File: config.mk
export PLATFORM = sky130hd
export DESIGN_NAME = uart_tx_cts
export DESIGN_NICKNAME = d
export VERILOG_FILES = /design/src/rtl/uart_tx_pkg.sv /design/src/rtl/uart_tx_baud.sv /design/src/rtl/uart_tx_frame.sv /design/src/rtl/uart_tx_shift.sv /design/src/rtl/uart_tx_cts.sv
export SDC_FILE = /design/constraint.sdc
export NUM_CORES = 1
export LEC_CHECK = 0
export BUFFER_PORTS_ARGS = -buffer_cell sky130_fd_sc_hd__buf_2
export CORE_UTILIZATION = 45
export DETAILED_ROUTE_END_ITERATION = 8
export PLACE_DENSITY = 0.63
export SYNTH_ARGS = -nofsm -noshare
export SYNTH_HDL_FRONTEND = slang
export SYNTH_SLANG_ARGS = --single-unit
File: constraint.sdc
create_clock -name clk -period 2.2 [get_ports clk]
set_clock_uncertainty 0.2 [all_clocks]
set_input_delay 0.22 -clock clk [delete_from_list [all_inputs] [get_ports clk]]
set_output_delay 0.22 -clock clk [all_outputs]
set_load 0.01 [all_outputs]
File: src/rtl/uart_tx_pkg.sv
// Shared types and register addresses for the buffered serial transmitter.
// Assumes: the configuration word fits in the low 7 bits of a write.
package uart_tx_pkg;

    // Configuration register, bit 0 at the bottom of the struct.
    typedef struct packed {
        logic irq_on_done;  // bit 6: interrupt on transmission complete
        logic cts_en;       // bit 5: clear-to-send gating enabled
        logic stop2;        // bit 4: two stop bits
        logic par_odd;      // bit 3: odd parity
        logic par_en;       // bit 2: parity bit present
        logic len9;         // bit 1: nine data bits
        logic tx_en;        // bit 0: transmit enable
    } tx_cfg_t;

    localparam logic [1:0] ADDR_DATA = 2'd0;
    localparam logic [1:0] ADDR_DIV  = 2'd1;
    localparam logic [1:0] ADDR_CFG  = 2'd2;

endpackage

File: src/rtl/uart_tx_baud.sv
// Bit-period counter: pulses tick once every OVS*(div+1) cycles while run is high.
// Assumes: OVS is a power of two; the counter is held at zero whenever run is low,
// so a frame that starts from idle gets a full first bit.
module uart_tx_baud #(
    parameter int DIV_W = 8,
    parameter int OVS   = 16
) (
    input  logic             clk,
    input  logic             rst_n,
    input  logic             run,
    input  logic [DIV_W-1:0] div,
    output logic             tick
);
    localparam int OVS_W = $clog2(OVS);
    localparam int CNT_W = DIV_W + OVS_W;

    logic [CNT_W-1:0] cnt;
    logic [CNT_W-1:0] last;

    assign last = {div, {OVS_W{1'b1}}};
    assign tick = run && (cnt == last);

    // Count cycles inside the current bit; restart at each bit boundary or when idle.
    always_ff @(posedge clk) begin
        if (!rst_n) begin
            cnt <= '0;
        end else if (!run || tick) begin
            cnt <= '0;
        end else begin
            cnt <= cnt + 1'b1;
        end
    end
endmodule

File: src/rtl/uart_tx_frame.sv
// Combinational frame builder: turns one character and the format bits into a
// line-order bit vector (bit 0 goes out first) and the number of bits to send.
// Assumes: unused upper positions stay 1 so they read as idle/stop level.
module uart_tx_frame #(
    parameter int DATA_W = 9,
    localparam int FRAME_W = DATA_W + 4,
    localparam int LEN_W   = $clog2(FRAME_W + 1)
) (
    input  logic [DATA_W-1:0]  data,
    input  logic               len9,
    input  logic               par_en,
    input  logic               par_odd,
    input  logic               stop2,
    output logic [FRAME_W-1:0] frame,
    output logic [LEN_W-1:0]   nbits
);
    // Place start, data and parity bits; stop bits come from the all-ones fill.
    always_comb begin
        logic pty;
        pty   = 1'b0;
        frame = '1;
        frame[0] = 1'b0;
        for (int i = 0; i < DATA_W; i++) begin
            if (i < DATA_W - 1 || len9) begin
                frame[i+1] = data[i];
                pty        = pty ^ data[i];
            end
        end
        if (par_en) begin
            if (len9) frame[DATA_W+1] = pty ^ par_odd;
            else      frame[DATA_W]   = pty ^ par_odd;
        end
        nbits = LEN_W'(DATA_W + 1) + LEN_W'(len9) + LEN_W'(par_en) + LEN_W'(stop2);
    end
endmodule

File: src/rtl/uart_tx_shift.sv
// Shift stage: holds one frame and moves it out one bit per tick, LSB first.
// Assumes: load is only raised when the stage is idle or on its final tick.
module uart_tx_shift #(
    parameter int FRAME_W = 13,
    localparam int LEN_W  = $clog2(FRAME_W + 1)
) (
    input  logic               clk,
    input  logic               rst_n,
    input  logic               load,
    input  logic [FRAME_W-1:0] frame_in,
    input  logic [LEN_W-1:0]   nbits_in,
    input  logic               tick,
    output logic               busy,
    output logic               frame_end,
    output logic               txd
);
    logic [FRAME_W-1:0] sh;
    logic [LEN_W-1:0]   left;

    assign frame_end = busy && tick && (left == LEN_W'(1));
    assign txd       = busy ? sh[0] : 1'b1;

    // Load a new frame or advance the current one at each bit boundary.
    always_ff @(posedge clk) begin
        if (!rst_n) begin
            busy <= 1'b0;
            sh   <= '1;
            left <= '0;
        end else if (load) begin
            busy <= 1'b1;
            sh   <= frame_in;
            left <= nbits_in;
        end else if (tick) begin
            if (left == LEN_W'(1)) busy <= 1'b0;
            sh   <= {1'b1, sh[FRAME_W-1:1]};
            left <= left - 1'b1;
        end
    end
endmodule

File: src/rtl/uart_tx_cts.sv
// Buffered serial transmitter top: register write port, one-entry holding
// buffer, clear-to-send gated handover, status flags and sticky interrupt.
// Assumes: DIV_W <= DATA_W and DATA_W >= 7 so one write word carries any register.
module uart_tx_cts #(
    parameter int DATA_W = 9,
    parameter int DIV_W  = 8,
    parameter int OVS    = 16
) (
    input  logic              clk,
    input  logic              rst_n,
    input  logic              wr_en,
    input  logic [1:0]        wr_addr,
    input  logic [DATA_W-1:0] wr_data,
    input  logic              irq_ack,
    input  logic              cts_i,
    output logic              txd,
    output logic              buf_empty,
    output logic              tx_empty,
    output logic              irq
);
    import uart_tx_pkg::*;

    localparam int FRAME_W = DATA_W + 4;
    localparam int LEN_W   = $clog2(FRAME_W + 1);
    localparam int CFG_W   = $bits(tx_cfg_t);

    tx_cfg_t            cfg;
    logic [DIV_W-1:0]   div_q;
    logic [DATA_W-1:0]  buf_data;
    logic               buf_full;
    logic               cfg_tx_en;
    logic               cfg_cts_en;
    logic               sh_busy;
    logic               sh_end;
    logic               bit_tick;
    logic               load;
    logic               wr_buf;
    logic               irq_evt;
    logic [FRAME_W-1:0] frame;
    logic [LEN_W-1:0]   nbits;

    assign cfg_tx_en  = cfg.tx_en;
    assign cfg_cts_en = cfg.cts_en;

    // hand over only when the shifter is free, enabled and not held off.
    assign load   = buf_full && cfg_tx_en && !(cfg_cts_en && cts_i) && (!sh_busy || sh_end);
    // buffer writes are taken only while the buffer is empty.
    assign wr_buf = wr_en && (wr_addr == ADDR_DATA) && !buf_full;
    // pick the interrupt event.
    assign irq_evt = cfg.irq_on_done ? (sh_end && !buf_full) : load;

    assign buf_empty = !buf_full;
    assign tx_empty  = !sh_busy && !buf_full;

    // Configuration and divider registers.
    always_ff @(posedge clk) begin
        if (!rst_n) begin
            cfg   <= '0;
            div_q <= '0;
        end else if (wr_en) begin
            if (wr_addr == ADDR_CFG) cfg   <= tx_cfg_t'(wr_data[CFG_W-1:0]);
            if (wr_addr == ADDR_DIV) div_q <= wr_data[DIV_W-1:0];
        end
    end

    // Holding buffer: fill on accepted write, drain on handover.
    always_ff @(posedge clk) begin
        if (!rst_n) begin
            buf_full <= 1'b0;
            buf_data <= '0;
        end else if (load) begin
            buf_full <= 1'b0;
        end else if (wr_buf) begin
            buf_full <= 1'b1;
            buf_data <= wr_data;
        end
    end

    // sticky interrupt request, set wins over acknowledge.
    always_ff @(posedge clk) begin
        if (!rst_n)       irq <= 1'b0;
        else if (irq_evt) irq <= 1'b1;
        else if (irq_ack) irq <= 1'b0;
    end

    uart_tx_baud #(.DIV_W(DIV_W), .OVS(OVS)) u_baud (
        .clk  (clk),
        .rst_n(rst_n),
        .run  (sh_busy),
        .div  (div_q),
        .tick (bit_tick)
    );

    uart_tx_frame #(.DATA_W(DATA_W)) u_frame (
        .data   (buf_data),
        .len9   (cfg.len9),
        .par_en (cfg.par_en),
        .par_odd(cfg.par_odd),
        .stop2  (cfg.stop2),
        .frame  (frame),
        .nbits  (nbits)
    );

    uart_tx_shift #(.FRAME_W(FRAME_W)) u_shift (
        .clk      (clk),
        .rst_n    (rst_n),
        .load     (load),
        .frame_in (frame),
        .nbits_in (nbits),
        .tick     (bit_tick),
        .busy     (sh_busy),
        .frame_end(sh_end),
        .txd      (txd)
    );
endmodule

## After elaboration in Yosys (flattened, before gate mapping)

Cells that the tools add are included.

- Flip-flop bits (word level): 54
- Input port bits: 16
- Output and inout bits: 4

- Add/subtract/negate cells: 5
- Equality and inequality tests: 4
- Muxes and demuxes: 16
- Bitwise operators: 11
- Reductions and logical operators: 26

Operator list:

| operator | number |
|---|---|
| $mux 11 | 2 |
| $add 12x1->12 const B | 1 |
| $eq 12x12->1 | 1 |
| $logic_and 1x1->1 | 11 |
| $mux 1 | 11 |
| $xor 1x1->1 | 9 |
| $add 4x1->4 | 2 |
| $mux 4 | 2 |
| $reduce_and 2->1 | 4 |
| $reduce_bool 2->1 | 3 |
| $add 4x1->4 const A | 1 |
| $eq 4x1->1 const B | 1 |
| $reduce_or 2->1 | 2 |
| $sub 4x1->4 const B | 1 |
| $logic_not 1->1 | 3 |
| $eq 2x1->1 const B | 1 |
| $eq 2x2->1 const B | 1 |
| $logic_not 2->1 | 1 |
| $logic_or 1x1->1 | 2 |
| $mux 2 | 1 |
| $not 1->1 | 2 |

## Logic depth before layout (Yosys ltp)

Gate-level depths: netlist of the first run.

- Depth in word-level cells: 13
- Depth in mapped cells: 9
- Depth with buffers taken out: 7

## By module

A second synthesis of the first run with hierarchy kept.

- Cell total of the unflattened synthesis: 294
- Area, all modules: 2,822.7 µm²

By module, submodules not included:

| module | times used | cells each | area an instance (µm²) | seq. area each (µm²) |
|---|---|---|---|---|
| uart_tx_cts | 1 | 106 | 983.4 | 520.5 |
| uart_tx_shift | 1 | 89 | 925.9 | 360.3 |
| uart_tx_baud | 1 | 68 | 663.1 | 240.2 |
| uart_tx_frame | 1 | 31 | 250.2 | 0.0 |

## Worst setup path before layout of the first run

OpenSTA, ideal clock, no wires.

- Path kind: reg-to-reg
- From: register u_baud.cnt[0]
- To: register u_shift.sh[8]
- Data arrival time: 1,807 ps
- Path slack: 65 ps
- Stages on the path, launching flop included: 10
- Clock period less this slack: 2,135 ps
- Path through: dfxtp_1 -> ha_1 -> and3_1 -> buf_4 -> and4_4 -> nand4_4 -> buf_6 -> mux2_4 -> mux2i_1 -> nand2_1

- Word-level cells in the longest chain between the ends: 7

Ends and longest elaborated chain:

| what | RTL line | source |
|---|---|---|
| start: declaration | uart_tx_baud.sv:17 | `logic [CNT_W-1:0] cnt;` |
| start signal: assignment | uart_tx_baud.sv:30 | `cnt <= cnt + 1'b1;` |
| $eq 12x12->1 (*) | uart_tx_baud.sv:21 | `assign tick = run && (cnt == last);` |
| $logic_and 1x1->1 (*) | uart_tx_baud.sv:21 |  |
| $logic_and 1x1->1 (2 in series) | uart_tx_shift.sv:20 | `assign frame_end = busy && tick && (left == LEN_W'(1));` |
| $logic_or 1x1->1 | uart_tx_cts.sv:46 | `assign load = buf_full && cfg_tx_en && !(cfg_cts_en && cts_i) && (!sh_busy \|\| sh_end);` |
| $logic_and 1x1->1 | uart_tx_cts.sv:46 |  |
| $mux 11 or $reduce_bool 2->1 (tied branches) | - |  |
| end signal: assignment | uart_tx_shift.sv:31 | `sh <= frame_in;` |
| end signal: assignment | uart_tx_shift.sv:35 | `sh <= {1'b1, sh[FRAME_W-1:1]};` |
| end: declaration | uart_tx_shift.sv:17 | `logic [FRAME_W-1:0] sh;` |

Mark *: on every way between the ends. The rest lies on a longest branch, timed or not.
A chain may end at the register's enable or synchronous reset.

## Final worst setup path of the first run

- From: register u_baud.cnt[1]
- To: register u_shift.sh[8]

Same word-level chain as after synthesis.

==> impl_metrics.tcl, run 1 <==
set metrics [dict create \
    holdPathStages 4 \
    synth_compound_area_frac 0.0567 \
    dp.cells 346 \
    fin_crit_sh 0.971 \
    arrival_ns 2.12 \
    power_leakage_nw 1.27 \
    worstPathRequired_ns 2.19 \
    reg2regPathDepth 8 \
    final_common_cell "dfxtp_1" \
    r2r_slack_ns 0.06 \
    track_usage 0.170 \
    num_io_pins 20 \
    drc 0 \
    final_cell_mix "dfxtp_1, nor2_1, nand2_1" \
    die_y_um 76.1 \
    design_power_total_mw 1.72 \
    drive_gt1_frac 0.207 \
    io_buffers 19 \
    synth_mux_area_frac 0.139 \
    r2r_end "u_shift.sh[8]$_SDFFE_PN1P_" \
    yosysWarningCount 0 \
    async_reset_ff_frac 0 \
    critPathKind "reg -> reg" \
    syn_avg_cell_area_um2 9.43 \
    syn_inst 262 \
    wire_per_inst_um 13.2 \
    synth_top_family_by_area "simple AND/OR/NAND/NOR gates" \
    synth_seq_cells 54 \
    synthFlopType "dfxtp_1" \
    hold_viol_final 0 \
    clockRootBuffer "clkbuf_8" \
    ctsHtreeMaxLevel 2 \
    fin_setup_tns_ns 0 \
    insertion_delay_ns 0.30 \
    worst_pin_slew_ns 0.549 \
    maxCapViolCount 0 \
    cts_buffer_depth 2 \
    synth_xor_xnor_area_share 0.108 \
    dpl_cell_area_um2 2660 \
    clkSlewWorstSetupHoldPaths_ns 0.10 \
    cts_tree "done" \
    antenna_left 0 \
    whs_endpoint "irq$_SDFFE_PN0P_" \
    powerDensity_nw_per_um2 580 \
    drtIter0Drc 43 \
    vdd_ir_drop_max_mv 0.313 \
    hold_class "in -> reg" \
    wl_um 4870 \
    yosys.area_share.simple 0.189 \
    grt_pass1_wl_um 7840 \
    clock-sinks 54 \
    timing.final.crit_period_ns 2.14 \
    path_max_fanout 5 \
    core_area_um2 5200 \
    final_cells 369 \
    numCtsBuffers 5 \
    synth_edf_count 0 \
    r2r-start "u_baud.cnt[1]$_SDFF_PP0_" \
    viasPerCell 4.95 \
    critPathLaunchType "register" \
    syn_nets 282 \
    fillCellCount 477 \
    antenna_cells 0 \
    worstHoldStart "irq_ack" \
    stdcell_area_um2 2960 \
    slew_headroom 0.633 \
    die_x_um 76.1 \
    final_util 0.569 \
    drv_slew 0 \
    grt_pass1_vias 1649 \
    status "complete, no violations" \
    overflow 0 \
    ys_seq_area_frac 0.437 \
    gp_congestion 0.719 \
    grt_max_degree 29 \
    finalSetupViolCount 0 \
    clock.fmax_mhz 468 \
    end_kind "register" \
    nets 318 \
    netlist-cell-type-count 41 \
    design.die.area_um2 5790 \
    first_pass_iters 4 \
    antenna_found_initial 0 \
    dp_hpwl_um 3340 \
    route.vias.total 1826 \
    rsz0062_at_grt "yes" \
    synth_area_um2 2470 \
    syn_to_final_growth_pct 19.7 \
    rows 26 \
    synthAdderAreaFrac 0.0233 \
    start_util 0.475 \
]
## where the power goes
part	internal [mW]	switching (mW)	total (mW)	leakage (nW)
Sequential	0.994	0.0151	1.01	0.439
Combinational	0.0677	0.0689	0.137	0.780
Clock	0.254	0.318	0.571	0.0472
Total	1.31	0.402	1.72	1.27
## metrics by stage
stage / worst slack [ns] / hold WS [ns]
4_1_cts: 0.0341 / 0.0183
5_1_grt: -0.0395 / 0.0323
3_3_place_gp: 0.0930 / 0.242
6_report: 0.0638 / 0.0288
3_5_place_dp: 0.0563 / 0.258
2_1_floorplan: 0.0646 / 0.156
## what timing repair did
action	CTS	global route
buffers inserted	0	4
hold buffers	9	0
endpoints found under the setup margin	0	16
hold endpoints to repair	23	0
resized for setup	0	9
## how the worst max path moves through the flow
stage | start | to | slack, ns | depth (start not counted)
floorplan | u_baud.cnt[0]$_SDFF_PP0_ | u_shift.sh[8]$_SDFFE_PN1P_ | 0.06 | 9
global placement | u_baud.cnt[0]$_SDFF_PP0_ | u_shift.sh[8]$_SDFFE_PN1P_ | 0.09 | 7
detailed placement | u_baud.cnt[0]$_SDFF_PP0_ | u_shift.sh[8]$_SDFFE_PN1P_ | 0.06 | 7
CTS | u_baud.cnt[0]$_SDFF_PP0_ | u_shift.sh[1]$_SDFFE_PN1P_ | 0.03 | 7
global route | u_baud.cnt[0]$_SDFF_PP0_ | u_shift.sh[3]$_SDFFE_PN1P_ | -0.04 | 8
finish | u_baud.cnt[1]$_SDFF_PP0_ | u_shift.sh[8]$_SDFFE_PN1P_ | 0.06 | 8
## logic make-up after synthesis
family          count (synthesis)
fa+ha+maj                       4
mux                            33
compound gates                 22
buf+inv                        25
flops                          54
xor+xnor                       29
simple gates                   95
## cells in the mapped netlist, drive strengths merged, types with 3 or more instances
library cell | count | area [um^2]
xor2 | 16 | 140
o21ai | 4 | 20.0
buf | 6 | 41.3
a21oi | 12 | 63.8
xnor2 | 12 | 105
mux2 | 8 | 93.8
mux2i | 25 | 250
dfxtp | 54 | 1080
nand2 | 30 | 113
inv | 13 | 48.8
and3 | 7 | 43.8
nor2 | 34 | 128
clkbuf | 6 | 22.5
nand3 | 9 | 45.0
ha | 3 | 37.5
## area by class of cell
class / instances / area, um^2 / area share
Clock buffer: 6 / 82.6 / 0.0279
Tap cell: 70 / 87.6 / 0.0296
Sequential cell: 54 / 1090 / 0.367
Timing Repair Buffer: 41 / 330 / 0.112
Multi-Input combinational cell: 183 / 1310 / 0.443
Clock inverter: 2 / 12.5 / 0.00423
Inverter: 13 / 48.8 / 0.0165
## routing by layer
metal / up-vias / wire, um / GRT usage
met4: 0 / 59 / 0.0519
li1: 938 / - / -
met5: - / 0 / 0
met1: 870 / 2290 / 0.214
met2: 12 / 2430 / 0.290
met3: 6 / 89 / 0.0359
## sequential cells by signal, summed over array words and instances, names as in the netlist
| name | count |
|---|---|
| buf_data | 9 |
| buf_full | 1 |
| cfg | 5 |
| cfg_cts_en | 1 |
| cfg_tx_en | 1 |
| div_q | 8 |
| irq | 1 |
| u_baud.cnt | 12 |
| u_shift.busy | 1 |
| u_shift.left | 4 |
| u_shift.sh | 11 |
## worst max-delay path, cell delays in order (launching register included)
cell and delay, ns:
dfxtp_2 0.36, ha_4 0.14, and3_4 0.18, and4_4 0.23
nand4_1 0.16, a21oi_4 0.30, clkbuf_16 0.20, mux2i_1 0.17
nand2_1 0.07
(Power assumes the default switching activity.)
==> run 2: changes to the inputs <==
--- a/config.mk
+++ b/config.mk
@@ -8,7 +8,7 @@
 export BUFFER_PORTS_ARGS = -buffer_cell sky130_fd_sc_hd__buf_2
 export CORE_UTILIZATION = 45
 export DETAILED_ROUTE_END_ITERATION = 8
-export PLACE_DENSITY = 0.63
+export PLACE_DENSITY = 0.61
 export SYNTH_ARGS = -nofsm -noshare
 export SYNTH_HDL_FRONTEND = slang
 export SYNTH_SLANG_ARGS = --single-unit
==> constraint.sdc (replaced) <==
create_clock -name clk -period 2.48 [get_ports clk]
set_clock_uncertainty 0.2 [all_clocks]
set_input_delay 0.248 -clock clk [delete_from_list [all_inputs] [get_ports clk]]
set_output_delay 0.248 -clock clk [all_outputs]
set_load 0.01 [all_outputs]
==> run 2 against run 1 <==
Effect of this change:
- core utilization shrank 3.5 points
- critical path depth down 1
- die area unchanged
- sequential share of layout area is 2.2 points higher
- first-iteration DRC count is 72% higher
- sequential power decreased by 11%
- combinational power down 19%
- clock-buffer cell count rose by 1
- via count fell by 6.0%
- final cell count is 3.8% lower
- power fell by 7.7%
- critical endpoint unchanged
==> impl_metrics.tcl, run 2 (synthesis gave the netlist of run 1 again) <==
set metrics [dict create \
    hold_viol_final 0 \
    final_common_cell "dfxtp_1" \
    drc 0 \
    cp_cell_sequence "ha_1, and3_1, and4_4, nand4_4, mux2_4, mux2i_1, nand2_1" \
    design_power_total_mw 1.58 \
    clock.fmax_mhz 451 \
    timing.final.crit_period_ns 2.22 \
    hold_class "in -> reg" \
    io_buffers 19 \
    final_util 0.534 \
    fin_crit_sh 0.894 \
    first_pass_iters 4 \
    critPathMaxStageDelay_ns 0.39 \
    clkSlewWorstSetupHoldPaths_ns 0.09 \
    clockRootBuffer "clkbuf_8" \
    p_sw_frac 0.219 \
    power_frac_seq 0.566 \
    worst-path-buf-inv 0 \
    drv_slew 0 \
    numCtsBuffers 5 \
    design.die.area_um2 5790 \
    path_delay_family "simple AND/OR/NAND/NOR gates" \
    rsz0062_at_grt "no" \
    dpl_cell_area_um2 2630 \
    die_y_um 76.1 \
    ctsHtreeMaxLevel 2 \
    die_x_um 76.1 \
    nets 304 \
    dp_hpwl_um 3320 \
    grt_pass1_vias 1628 \
    cts_tree "done" \
    combPwrFrac 0.070 \
    antenna_left 0 \
    worst_pin_slew_ns 0.624 \
    grt_max_degree 29 \
    route.vias.total 1717 \
    path_max_fanout 17 \
    antenna_found_initial 0 \
    rows 26 \
    top_register "u_baud.cnt" \
    viasPerCell 4.84 \
    critPathKind "reg -> reg" \
    critPathLaunchType "register" \
    largest_reg_flops 12 \
    core_area_um2 5200 \
    antenna_cells 0 \
    overflow 0 \
    num_io_pins 20 \
    fin_setup_tns_ns 0 \
    status "complete, no violations" \
    insertion_delay_ns 0.31 \
    drive_gt1_frac 0.158 \
    wl_um 4620 \
    start_util 0.475 \
    syn_to_final_growth_pct 12.5 \
    power_leakage_nw 1.18 \
    gp_congestion 0.844 \
    slew_headroom 0.583 \
    cpMaxStageDelayCell "mux2_4" \
    clock-sinks 54 \
    track_usage 0.172 \
    grt_pass1_wl_um 7810 \
    wire_per_inst_um 13.0 \
    final_cells 355 \
    end_kind "register" \
    finalSetupViolCount 0 \
    drtIter0Drc 74 \
    final_cell_mix "dfxtp_1, nor2_1, nand2_1" \
    cellInternalPower_mw 1.24 \
    arrival_ns 2.20 \
    cts_setup_buffers 0 \
    p_sw_uw 347 \
    vdd_ir_drop_max_mv 0.366 \
    stdcell_area_um2 2780 \
    worstPathRequired_ns 2.46 \
    dp.cells 343 \
    power.share.clock 0.364 \
    reg.largest.list "u_baud.cnt (12), u_shift.sh (11), buf_data (9)" \
    maxCapViolCount 0 \
    powerDensity_nw_per_um2 570 \
    cts_buffer_depth 2 \
]
-- run 2: changes by cell type in the layout (fill, tap and decap cells not counted), sizes merged --
cell	change
clkinv	-1
buf	-7
dlygate4sd3	-5
bufinv	+1
clkinvlp	-1
clkbuf	-1
-- run 2: cell type report --
cell class	instances	area (um^2)
well taps	70	87.6
flip-flops and latches	54	1080
multi-input cells	183	1280
inverters	13	48.8
repair buffers	27	178
fillers	491	2430
clock buffers	7	76.3
clock inverters	1	30.0
-- run 2: layer usage --
| layer | track usage | vias up | wire length, um |
|---|---|---|---|
| li1 | - | 913 | - |
| met1 | 0.235 | 785 | 2390 |
| met2 | 0.265 | 10 | 2040 |
| met3 | 0.0407 | 9 | 105 |
| met4 | 0.0635 | 0 | 77 |
| met5 | 0 | - | 0 |
-- run 2: repair_timing --
item	in CTS	in global routing
hold buffers	4	0
gates resized for setup	0	0
hold endpoints to repair	4	0
-- run 2: worst paths after layout --
kind | startpoint | to | slack (ns) | cells after the start
setup / recovery | u_baud.cnt[0]$_SDFF_PP0_ | u_shift.sh[8]$_SDFFE_PN1P_ | 0.26 | 7
hold / removal | wr_data[2] | buf_data[2]$_SDFFE_PN0P_ | 0.01 | 3
setup reg to reg | u_baud.cnt[0]$_SDFF_PP0_ | u_shift.sh[8]$_SDFFE_PN1P_ | 0.26 | 7
hold reg to reg | u_baud.cnt[0]$_SDFF_PP0_ | u_baud.cnt[0]$_SDFF_PP0_ | 0.28 | 1
-- run 2: through the flow --
stage | setup slack, ns | hold slack (ns)
floorplan | 0.345 | 0.184
global route | 0.113 | 0.00763
CTS | 0.265 | 0.00164
global placement | 0.318 | 0.243
finish | 0.262 | 0.0111
detailed placement | 0.275 | 0.263
-- run 2: power groups by stage --
stage               logic [mW]  registers, mW  clock network [mW]
floorplan               0.0750          0.912                   0
global placement         0.107          0.917                   0
detailed placement       0.108          0.917                   0
CTS                      0.114          0.897               0.594
global route             0.125          0.899               0.622
finish                   0.111          0.896               0.576
-- run 2: tightest hold or removal path, cell delays in order --
cell	delay (ns)
buf_2	0.12
nand2_1	0.05
a21oi_1	0.05
==> run 3: changes to the inputs <==
==> constraint.sdc (replaced) <==
create_clock -name clk -period 2.48 [get_ports clk]
set_clock_uncertainty 0.2 [all_clocks]
set_input_delay 0.124 -clock clk [delete_from_list [all_inputs] [get_ports clk]]
set_output_delay 0.124 -clock clk [all_outputs]
set_load 0.01 [all_outputs]
==> run 3 against run 2 <==
Effect of this change:
- first-iteration DRC count fell by 5.4%
- largest power group unchanged
- die area did not move
- global-route usage rose by 0.44 points
- wire length rose by 3.0%
==> impl_metrics.tcl, run 3 (synthesis gave the netlist of run 1 again) <==
set metrics [dict create \
    status "complete, no violations" \
    clock-sinks 54 \
    hold_viol_final 0 \
    endpoint "u_shift.sh[8]$_SDFFE_PN1P_" \
    cp_cell_sequence "ha_1, and3_1, and4_4, nand4_4, mux2_4, mux2i_1, nand2_1" \
    r2r_slack_ns 0.27 \
    antenna_found_initial 0 \
    nets 313 \
    powerDensity_nw_per_um2 556 \
    finalWorstSetupSlack_ns 0.269 \
    viasPerCell 4.87 \
    fin_setup_tns_ns 0 \
    die_x_um 76.1 \
    pre_cts_ws_ns 0.275 \
    maxCapViolCount 0 \
    critPathLaunchType "register" \
    end_kind "register" \
    grt_pass1_wl_um 8020 \
    hold_class "in -> reg" \
    vdd_ir_drop_max_mv 0.365 \
    track_usage 0.177 \
    wire_per_inst_um 13.1 \
    fin_crit_sh 0.892 \
    num_io_pins 20 \
    rsz0062_at_grt "no" \
    antenna_left 0 \
    finalSetupViolCount 0 \
    drive_gt1_frac 0.153 \
    top_register "u_baud.cnt" \
    r2r-start "u_baud.cnt[0]$_SDFF_PP0_" \
    power_leakage_nw 1.22 \
    worstPathRequired_ns 2.46 \
    drc 0 \
    timing.final.crit_period_ns 2.21 \
    design.die.area_um2 5790 \
    start_util 0.475 \
    critPathKind "reg -> reg" \
    overflow 0 \
    path_max_fanout 17 \
    clockRootBuffer "clkbuf_8" \
    route.vias.total 1771 \
    insertion_delay_ns 0.31 \
    r2r_end "u_shift.sh[8]$_SDFFE_PN1P_" \
    clock.fmax_mhz 452 \
    slew_headroom 0.589 \
    path_delay_family "simple AND/OR/NAND/NOR gates" \
    ctsHtreeMaxLevel 2 \
    gp_congestion 0.844 \
    worst_pin_slew_ns 0.614 \
    wl_um 4750 \
    rows 26 \
    reg2regPathDepth 7 \
    drtIter0Drc 70 \
    worst-path-stages 7 \
    core_area_um2 5200 \
    critPathMaxStageDelay_ns 0.39 \
    worst-path-buf-inv 0 \
    antenna_cells 0 \
    arrival_ns 2.19 \
    cts_buffer_depth 2 \
    dp_hpwl_um 3320 \
    drv_slew 0 \
    cts_tree "done" \
    fillCellCount 484 \
    die_y_um 76.1 \
    syn_to_final_growth_pct 16.1 \
    grt_max_degree 29 \
    grt_pass1_vias 1685 \
    io_buffers 19 \
    cp-startpoint "u_baud.cnt[0]$_SDFF_PP0_" \
    largest_reg_flops 12 \
    first_pass_iters 4 \
    final_cell_mix "dfxtp_1, nor2_1, nand2_1" \
    numCtsBuffers 5 \
    reg.largest.list "u_baud.cnt (12), u_shift.sh (11), buf_data (9)" \
    cpMaxStageDelayCell "mux2_4" \
    clkSlewWorstSetupHoldPaths_ns 0.09 \
    final_common_cell "dfxtp_1" \
]
[run 3: changes by cell type in the layout (fill, tap and decap cells not counted)]
cell	before	now
dlygate4sd3_1	4	13
[run 3: cell type report]
class,instances,area [um^2],share of cell area
Clock inverter,1,30.0,0.0105
Inverter,13,48.8,0.0170
Timing Repair Buffer,36,268,0.0933
Sequential cell,54,1080,0.377
Clock buffer,7,76.3,0.0266
Tap cell,70,87.6,0.0305
Multi-Input combinational cell,183,1280,0.445
[run 3: power breakdown]
group	leakage, nW	total [mW]	switching, mW	internal, mW
registers	0.437	0.896	0.0138	0.882
clock network	0.0524	0.577	0.274	0.302
logic	0.732	0.123	0.0613	0.0614
[run 3: how the worst min path moves through the flow]
stage	depth (start not counted)	endpoint	slack, ns	from
after floorplan	2	buf_data[1]$_SDFFE_PN0P_	0.06	wr_data[1]
after global placement	3	buf_data[8]$_SDFFE_PN0P_	0.17	wr_data[8]
after detailed placement	3	buf_data[8]$_SDFFE_PN0P_	0.18	wr_data[8]
after CTS	5	buf_full$_SDFFE_PP0P_	0.03	wr_en
after global routing	5	buf_full$_SDFFE_PP0P_	0.14	wr_en
final	5	buf_full$_SDFFE_PP0P_	0.04	wr_en
[run 3: what timing repair did]
action	in CTS	in global routing
hold endpoints to repair	38	0
buffers inserted	0	0
resized for setup	0	0
hold buffers	13	0
[run 3: stage by stage]
stage | cells | util | power [mW] | cell area (um^2) | hold slack [ns]
finish | 364 | 0.551 | 1.60 | 2870 | 0.0387
global route | 364 | 0.551 | 1.66 | 2870 | 0.143
CTS | 364 | 0.551 | 1.61 | 2870 | 0.0306
detailed placement | 343 | 0.506 | 1.03 | 2630 | 0.179
global placement | 343 | 0.506 | 1.02 | 2630 | 0.173
floorplan | 262 | - | 0.987 | 2470 | 0.0600
[run 3: tightest hold or removal path: stages]
cell,delay (ns)
buf_2,0.11
nand2b_1,0.10
o21ai_0,0.08
nand2_1,0.06
nor2_1,0.03
[run 3: routing by layer]
layer,up-vias,global-route usage,part of all wire
met3,11,0.0395,0.019
met1,818,0.238,0.51
met5,-,0,0
li1,930,-,-
met4,0,0.0712,0.020
met2,12,0.274,0.45
